--- config.mk ---
export PLATFORM = sky130hd
export DESIGN_NAME = shift_bit_unit
export DESIGN_NICKNAME = d
export VERILOG_FILES = /design/src/rtl/shift_bit_pkg.sv /design/src/rtl/shift_bit_ctrl.sv /design/src/rtl/shift_bit_path.sv /design/src/rtl/shift_bit_unit.sv
export SDC_FILE = /design/constraint.sdc
export NUM_CORES = 1
export LEC_CHECK = 0
export BUFFER_PORTS_ARGS = -buffer_cell sky130_fd_sc_hd__buf_2
export CAP_MARGIN = 20
export CORE_MARGIN = 2
export CORE_UTILIZATION = 44
export DETAILED_ROUTE_END_ITERATION = 8
export PLACE_DENSITY_LB_ADDON = 0.1
export REMOVE_ABC_BUFFERS = 1
export SETUP_SLACK_MARGIN = 0.1
export SKIP_LAST_GASP = 1
export SLEW_MARGIN = 15
export SYNTH_ARGS = -nofsm -noshare
export SYNTH_HDL_FRONTEND = slang
export SYNTH_SLANG_ARGS = --single-unit
--- constraint.sdc ---
create_clock -name vclk -period 6.1
set_input_delay 0.61 -clock vclk [all_inputs]
set_output_delay 0.61 -clock vclk [all_outputs]
set_load 0.02 [all_outputs]
--- src/rtl/shift_bit_pkg.sv ---
package shift_bit_pkg;
  localparam int DATA_W = 8;
  localparam int IDX_W  = $clog2(DATA_W);
  localparam int OP_W   = 4;

  localparam int FL_C  = 0;
  localparam int FL_N  = 1;
  localparam int FL_PV = 2;
  localparam int FL_X3 = 3;
  localparam int FL_H  = 4;
  localparam int FL_X5 = 5;
  localparam int FL_Z  = 6;
  localparam int FL_S  = 7;

  typedef enum logic [OP_W-1:0] {
    OP_ROT_LC  = 4'd0,
    OP_ROT_RC  = 4'd1,
    OP_ROT_LT  = 4'd2,
    OP_ROT_RT  = 4'd3,
    OP_SHL_Z   = 4'd4,
    OP_SHR_A   = 4'd5,
    OP_SHL_O   = 4'd6,
    OP_SHR_L   = 4'd7,
    OP_BITTEST = 4'd8
  } op_e;

  typedef enum logic [2:0] {
    FILL_ZERO, FILL_ONE, FILL_CARRY, FILL_WRAP, FILL_SIGN
  } fill_e;

  typedef struct packed {
    logic  doShift;
    logic  doBit;
    logic  goLeft;
    fill_e fillKind;
  } ctrl_t;
endpackage

--- src/rtl/shift_bit_ctrl.sv ---
module shift_bit_ctrl
  import shift_bit_pkg::*;
(
  input  logic [OP_W-1:0] opSel,
  output ctrl_t           ctrl
);
  always_comb begin
    ctrl = '{doShift: 1'b0, doBit: 1'b0, goLeft: 1'b0, fillKind: FILL_ZERO};
    case (opSel)
      OP_ROT_LC:  ctrl = '{1'b1, 1'b0, 1'b1, FILL_WRAP};
      OP_ROT_RC:  ctrl = '{1'b1, 1'b0, 1'b0, FILL_WRAP};
      OP_ROT_LT:  ctrl = '{1'b1, 1'b0, 1'b1, FILL_CARRY};
      OP_ROT_RT:  ctrl = '{1'b1, 1'b0, 1'b0, FILL_CARRY};
      OP_SHL_Z:   ctrl = '{1'b1, 1'b0, 1'b1, FILL_ZERO};
      OP_SHR_A:   ctrl = '{1'b1, 1'b0, 1'b0, FILL_SIGN};
      OP_SHL_O:   ctrl = '{1'b1, 1'b0, 1'b1, FILL_ONE};
      OP_SHR_L:   ctrl = '{1'b1, 1'b0, 1'b0, FILL_ZERO};
      OP_BITTEST: ctrl = '{1'b0, 1'b1, 1'b0, FILL_ZERO};
      default:    ctrl = '{1'b0, 1'b0, 1'b0, FILL_ZERO};
    endcase
  end
endmodule

--- src/rtl/shift_bit_path.sv ---
module shift_bit_path
  import shift_bit_pkg::*;
(
  input  ctrl_t              ctrl,
  input  logic [IDX_W-1:0]   bitIdx,
  input  logic               idxMode,
  input  logic [DATA_W-1:0]  operand,
  input  logic [DATA_W-1:0]  addrHi,
  input  logic [DATA_W-1:0]  flagsIn,
  output logic [DATA_W-1:0]  result,
  output logic [DATA_W-1:0]  flagsOut
);
  localparam int MSB = DATA_W - 1;

  logic              fillBit;
  logic              outCarry;
  logic [MSB:0]      shifted;
  logic [MSB:0]      shiftFlags;
  logic [MSB:0]      bitFlags;
  logic [MSB:0]      copySrc;
  logic              testedBit;

  // Bit inserted at the vacated end
  always_comb begin
    case (ctrl.fillKind)
      FILL_ONE:   fillBit = 1'b1;
      FILL_CARRY: fillBit = flagsIn[FL_C];
      FILL_WRAP:  fillBit = ctrl.goLeft ? operand[MSB] : operand[0];
      FILL_SIGN:  fillBit = operand[MSB];
      default:    fillBit = 1'b0;
    endcase
  end

  always_comb begin
    if (ctrl.goLeft) begin
      shifted  = {operand[MSB-1:0], fillBit};
      outCarry = operand[MSB];
    end else begin
      shifted  = {fillBit, operand[MSB:1]};
      outCarry = operand[0];
    end
  end

  always_comb begin
    shiftFlags        = '0;
    shiftFlags[FL_S]  = shifted[MSB];
    shiftFlags[FL_Z]  = (shifted == '0);
    shiftFlags[FL_X5] = shifted[5];
    shiftFlags[FL_X3] = shifted[3];
    shiftFlags[FL_PV] = ~^shifted;
    shiftFlags[FL_C]  = outCarry;
  end

  assign testedBit = operand[bitIdx];
  assign copySrc   = idxMode ? addrHi : operand;

  always_comb begin
    bitFlags        = '0;
    bitFlags[FL_S]  = (bitIdx == IDX_W'(MSB)) && testedBit;
    bitFlags[FL_Z]  = ~testedBit;
    bitFlags[FL_X5] = copySrc[5];
    bitFlags[FL_H]  = 1'b1;
    bitFlags[FL_X3] = copySrc[3];
    bitFlags[FL_PV] = ~testedBit;
    bitFlags[FL_C]  = flagsIn[FL_C];
  end

  always_comb begin
    if (ctrl.doShift) begin
      result   = shifted;
      flagsOut = shiftFlags;
    end else if (ctrl.doBit) begin
      result   = operand;
      flagsOut = bitFlags;
    end else begin
      result   = operand;
      flagsOut = flagsIn;
    end
  end
endmodule

--- src/rtl/shift_bit_unit.sv ---
module shift_bit_unit
  import shift_bit_pkg::*;
(
  input  logic [3:0] opSel,
  input  logic [2:0] bitIdx,
  input  logic       idxMode,
  input  logic [7:0] operand,
  input  logic [7:0] addrHi,
  input  logic [7:0] flagsIn,
  output logic [7:0] result,
  output logic [7:0] flagsOut
);
  ctrl_t ctrl;

  shift_bit_ctrl uCtrl (
    .opSel (opSel),
    .ctrl  (ctrl)
  );

  shift_bit_path uPath (
    .ctrl     (ctrl),
    .bitIdx   (bitIdx),
    .idxMode  (idxMode),
    .operand  (operand),
    .addrHi   (addrHi),
    .flagsIn  (flagsIn),
    .result   (result),
    .flagsOut (flagsOut)
  );
endmodule

==> impl_metrics.env <==
export IMPL_synth_top_cells_by_area="sky130_fd_sc_hd__mux2i_1 (27%), sky130_fd_sc_hd__ha_1 (8.5%), sky130_fd_sc_hd__nand2_1 (7.0%)"
export IMPL_grt_usage_pct=19.0
export IMPL_setup_repair_after_global_routing_missed_its_margin="false"
export IMPL_number_of_standard_cells_after_synthesis=83
export IMPL_dp_worst_setup_slack_ps=2390
export IMPL_setup_ws_ps=2420
export IMPL_routed_via_density=5.47
export IMPL_area_sequential_um2=0
export IMPL_power_frac_clock_pct=0
export IMPL_number_of_antenna_violations_at_the_first_check_in_global_routing=0
export IMPL_critical_path_arrival_ps=3070
export IMPL_wire_per_inst_um=11.5
export IMPL_count_of_cells_along_the_worst_hold_path=4
export IMPL_drt_first_iter_violations=17
export IMPL_drv_max_cap_violation_count=0
export IMPL_place_congestion=0.813
export IMPL_fmax_mhz=271
export IMPL_design_power_uw=77.0
export IMPL_setup_worst_path_class="in2out"
export IMPL_timing_critical_path_from_type="primary input"
export IMPL_power_switching_uw=43.6
export IMPL_post_route_min_period_ps=3680
export IMPL_flops_and_latches=0
export IMPL_buffer_ports_inserted=42
export IMPL_worst_slew_pin_transition_ps=486
export IMPL_area_growth_synth_to_final_pct=33.3
export IMPL_floorplan_die_area_mm2=0.00164
export IMPL_worstPathRequired_ps=5490
export IMPL_dp_hpwl_mm=1.26
export IMPL_first_pass_grt_wire_length_mm=2.24
export IMPL_drive_above_1_share_pct=37.0
export IMPL_setup_tns_ps=0
export IMPL_yosysTopAreaCellShare_pct=27.3
export IMPL_hold_viol_final=0
export IMPL_cts_resized=0
export IMPL_place_inst=134
export IMPL_power_density_mw_per_mm2=98.4
export IMPL_cts_setup_buffers=0
export IMPL_synth_sequential_area_ratio_pct=0
export IMPL_p_leak_uw=0.000438
export IMPL_non_filler_cells_final=134
export IMPL_detailedRoute_firstPassIterationCount=4
export IMPL_setup_viol=0
export IMPL_post_synth_cell_area_avg_um2=7.07
export IMPL_floorplan_initialDensity_pct=46.3
export IMPL_p_comb_share_pct=100.0
export IMPL_synthDominantAreaCellType="sky130_fd_sc_hd__mux2i_1"
export IMPL_final_core_utilization_pct=61.6
export IMPL_worst_setup_path_startpoint="opSel[3]"
export IMPL_grt_ovfl_total=0
export IMPL_filler_cell_count=139
export IMPL_remaining_drc_errors=0
export IMPL_design_final_nets=157
export IMPL_route_vias_total=733
export IMPL_status="finished clean"
export IMPL_io_pins=48
export IMPL_power_report_internal_total_uw=33.4
export IMPL_core_rowCount=13
export IMPL_die_height_um=40.5
export IMPL_timing_critical_path_fanout_max=27
export IMPL_post_cts_hold_buffer_count=0
export IMPL_timing_slew_headroom_pct=67.6
export IMPL_grt_max_degree=28
export IMPL_power_share_switching_pct=56.6
export IMPL_core_area_mm2=0.00127
export IMPL_antenna_cells_inserted=0
export IMPL_sequentialPowerShare_pct=0
export IMPL_clkbuf_count=0
export IMPL_endpoint_kind="output pin"
export IMPL_final_max_slew_violation_count=0
export IMPL_wirelength_mm=1.55
export IMPL_worst_hold_path_class="in2out"
export IMPL_dieWidth_um=40.5
export IMPL_drt_antenna_violating_nets=0
export IMPL_yosys_warnings=0
export IMPL_holdCritStartpoint="flagsIn[4]"
export IMPL_yosys_cell_types=32
export IMPL_first_global_vias=511
export IMPL_layout_worst_path_cycle_share_pct=60.4
export IMPL_post_synth_instance_area_um2=587
export IMPL_power_ir_vdd_worst_mv=0.0434
==> layout make-up <==
cell class | count | area, um^2 | area share (%)
Inverter | 8 | 30.0 | 3.84
Tap cell | 15 | 18.8 | 2.40
Timing Repair Buffer | 42 | 210 | 26.9
Multi-Input combinational cell | 69 | 523 | 66.9
==> power by group through the flow <==
stage | registers, uW | clock network [uW] | logic, uW
2_1_floorplan | 0 | 0 | 48.4
3_3_place_gp | 0 | 0 | 76.3
3_5_place_dp | 0 | 0 | 77.6
4_1_cts | 0 | 0 | 77.8
5_1_grt | 0 | 0 | 85.3
6_report | 0 | 0 | 77.0
==> placed cells by master, fill, tap and decap left out <==
cell | Yosys | routed
sky130_fd_sc_hd__and2_0 | 1 | 1
sky130_fd_sc_hd__o21a_1 | 1 | 1
sky130_fd_sc_hd__a311o_1 | 2 | 2
sky130_fd_sc_hd__inv_1 | 8 | 8
sky130_fd_sc_hd__o21ai_0 | 5 | 5
sky130_fd_sc_hd__mux2_2 | 1 | 1
sky130_fd_sc_hd__nand2_1 | 11 | 11
sky130_fd_sc_hd__nor2_1 | 3 | 3
sky130_fd_sc_hd__xor2_1 | 1 | 1
sky130_fd_sc_hd__and3_1 | 1 | 1
sky130_fd_sc_hd__nand3_1 | 3 | 3
sky130_fd_sc_hd__a211o_1 | 1 | 1
sky130_fd_sc_hd__o2111ai_1 | 2 | 2
sky130_fd_sc_hd__buf_2 | 3 | 42
sky130_fd_sc_hd__nand2b_1 | 1 | 1
sky130_fd_sc_hd__nand3b_1 | 2 | 2
sky130_fd_sc_hd__or3b_1 | 1 | 1
sky130_fd_sc_hd__a21oi_1 | 1 | 1
sky130_fd_sc_hd__mux2i_1 | 16 | 16
sky130_fd_sc_hd__a32oi_1 | 1 | 1
sky130_fd_sc_hd__nor2_2 | 1 | 1
sky130_fd_sc_hd__ha_1 | 4 | 4
sky130_fd_sc_hd__a2bb2oi_1 | 1 | 1
sky130_fd_sc_hd__nor3_1 | 1 | 1
sky130_fd_sc_hd__a22o_1 | 1 | 1
sky130_fd_sc_hd__and4b_1 | 1 | 1
sky130_fd_sc_hd__o221ai_1 | 2 | 2
sky130_fd_sc_hd__a31oi_1 | 1 | 1
sky130_fd_sc_hd__or4b_1 | 1 | 1
sky130_fd_sc_hd__xnor2_1 | 2 | 2
==> Yosys cell counts <==
cell type / instances
sky130_fd_sc_hd__mux2i_1: 16
sky130_fd_sc_hd__nand2_1: 11
sky130_fd_sc_hd__inv_1: 8
sky130_fd_sc_hd__o21ai_0: 5
sky130_fd_sc_hd__ha_1: 4
sky130_fd_sc_hd__buf_2: 3
sky130_fd_sc_hd__nand3_1: 3
sky130_fd_sc_hd__nor2_1: 3
sky130_fd_sc_hd__a311o_1: 2
sky130_fd_sc_hd__clkbuf_1: 2
sky130_fd_sc_hd__nand3b_1: 2
sky130_fd_sc_hd__o2111ai_1: 2
sky130_fd_sc_hd__o221ai_1: 2
sky130_fd_sc_hd__xnor2_1: 2
sky130_fd_sc_hd__a211o_1: 1
sky130_fd_sc_hd__a21oi_1: 1
sky130_fd_sc_hd__a22o_1: 1
sky130_fd_sc_hd__a2bb2oi_1: 1
sky130_fd_sc_hd__a31oi_1: 1
sky130_fd_sc_hd__a32oi_1: 1
sky130_fd_sc_hd__and2_0: 1
sky130_fd_sc_hd__and3_1: 1
sky130_fd_sc_hd__and4b_1: 1
sky130_fd_sc_hd__buf_6: 1
sky130_fd_sc_hd__mux2_2: 1
sky130_fd_sc_hd__nand2b_1: 1
sky130_fd_sc_hd__nor2_2: 1
sky130_fd_sc_hd__nor3_1: 1
sky130_fd_sc_hd__o21a_1: 1
sky130_fd_sc_hd__or3b_1: 1
sky130_fd_sc_hd__or4b_1: 1
sky130_fd_sc_hd__xor2_1: 1
==> metal layers <==
layer  track usage [%]  wire (um)  vias up
met2              31.3        734       18
met5                 0          0        -
li1                  -          -      380
met4                 0          0        0
met3                 0         70        0
met1              28.8        741      335
==> stage by stage <==
step           cell area, um^2  hold WS, ps
6_report                   782         1540
5_1_grt                    782         1560
4_1_cts                    782         1540
3_5_place_dp               782         1540
3_3_place_gp               782         1530
2_1_floorplan              553         1370
==> cell families after synthesis <==
logic type,share of synthesized area [%]
buffers and inverters,10.9
AND/OR/NAND/NOR,24.1
multiplexers,29.2
XOR/XNOR,4.48
adder cells (fa/ha/maj),8.53
AO/OA/AOI/OAI,22.8
==> critical path, stage by stage <==
cell,delay [ps]
sky130_fd_sc_hd__buf_2,260
sky130_fd_sc_hd__or3b_1,430
sky130_fd_sc_hd__a211o_1,300
sky130_fd_sc_hd__a311o_1,370
sky130_fd_sc_hd__ha_1,300
sky130_fd_sc_hd__xnor2_1,190
sky130_fd_sc_hd__xnor2_1,130
sky130_fd_sc_hd__nor2_1,50
sky130_fd_sc_hd__a311o_1,270
sky130_fd_sc_hd__buf_2,160
==> path summary, 6_finish.rpt <==
path / to / slack [ps]
setup / recovery: flagsOut[2] / 2420
hold / removal: flagsOut[4] / 1540
Power figures use the tool's default switching activity.
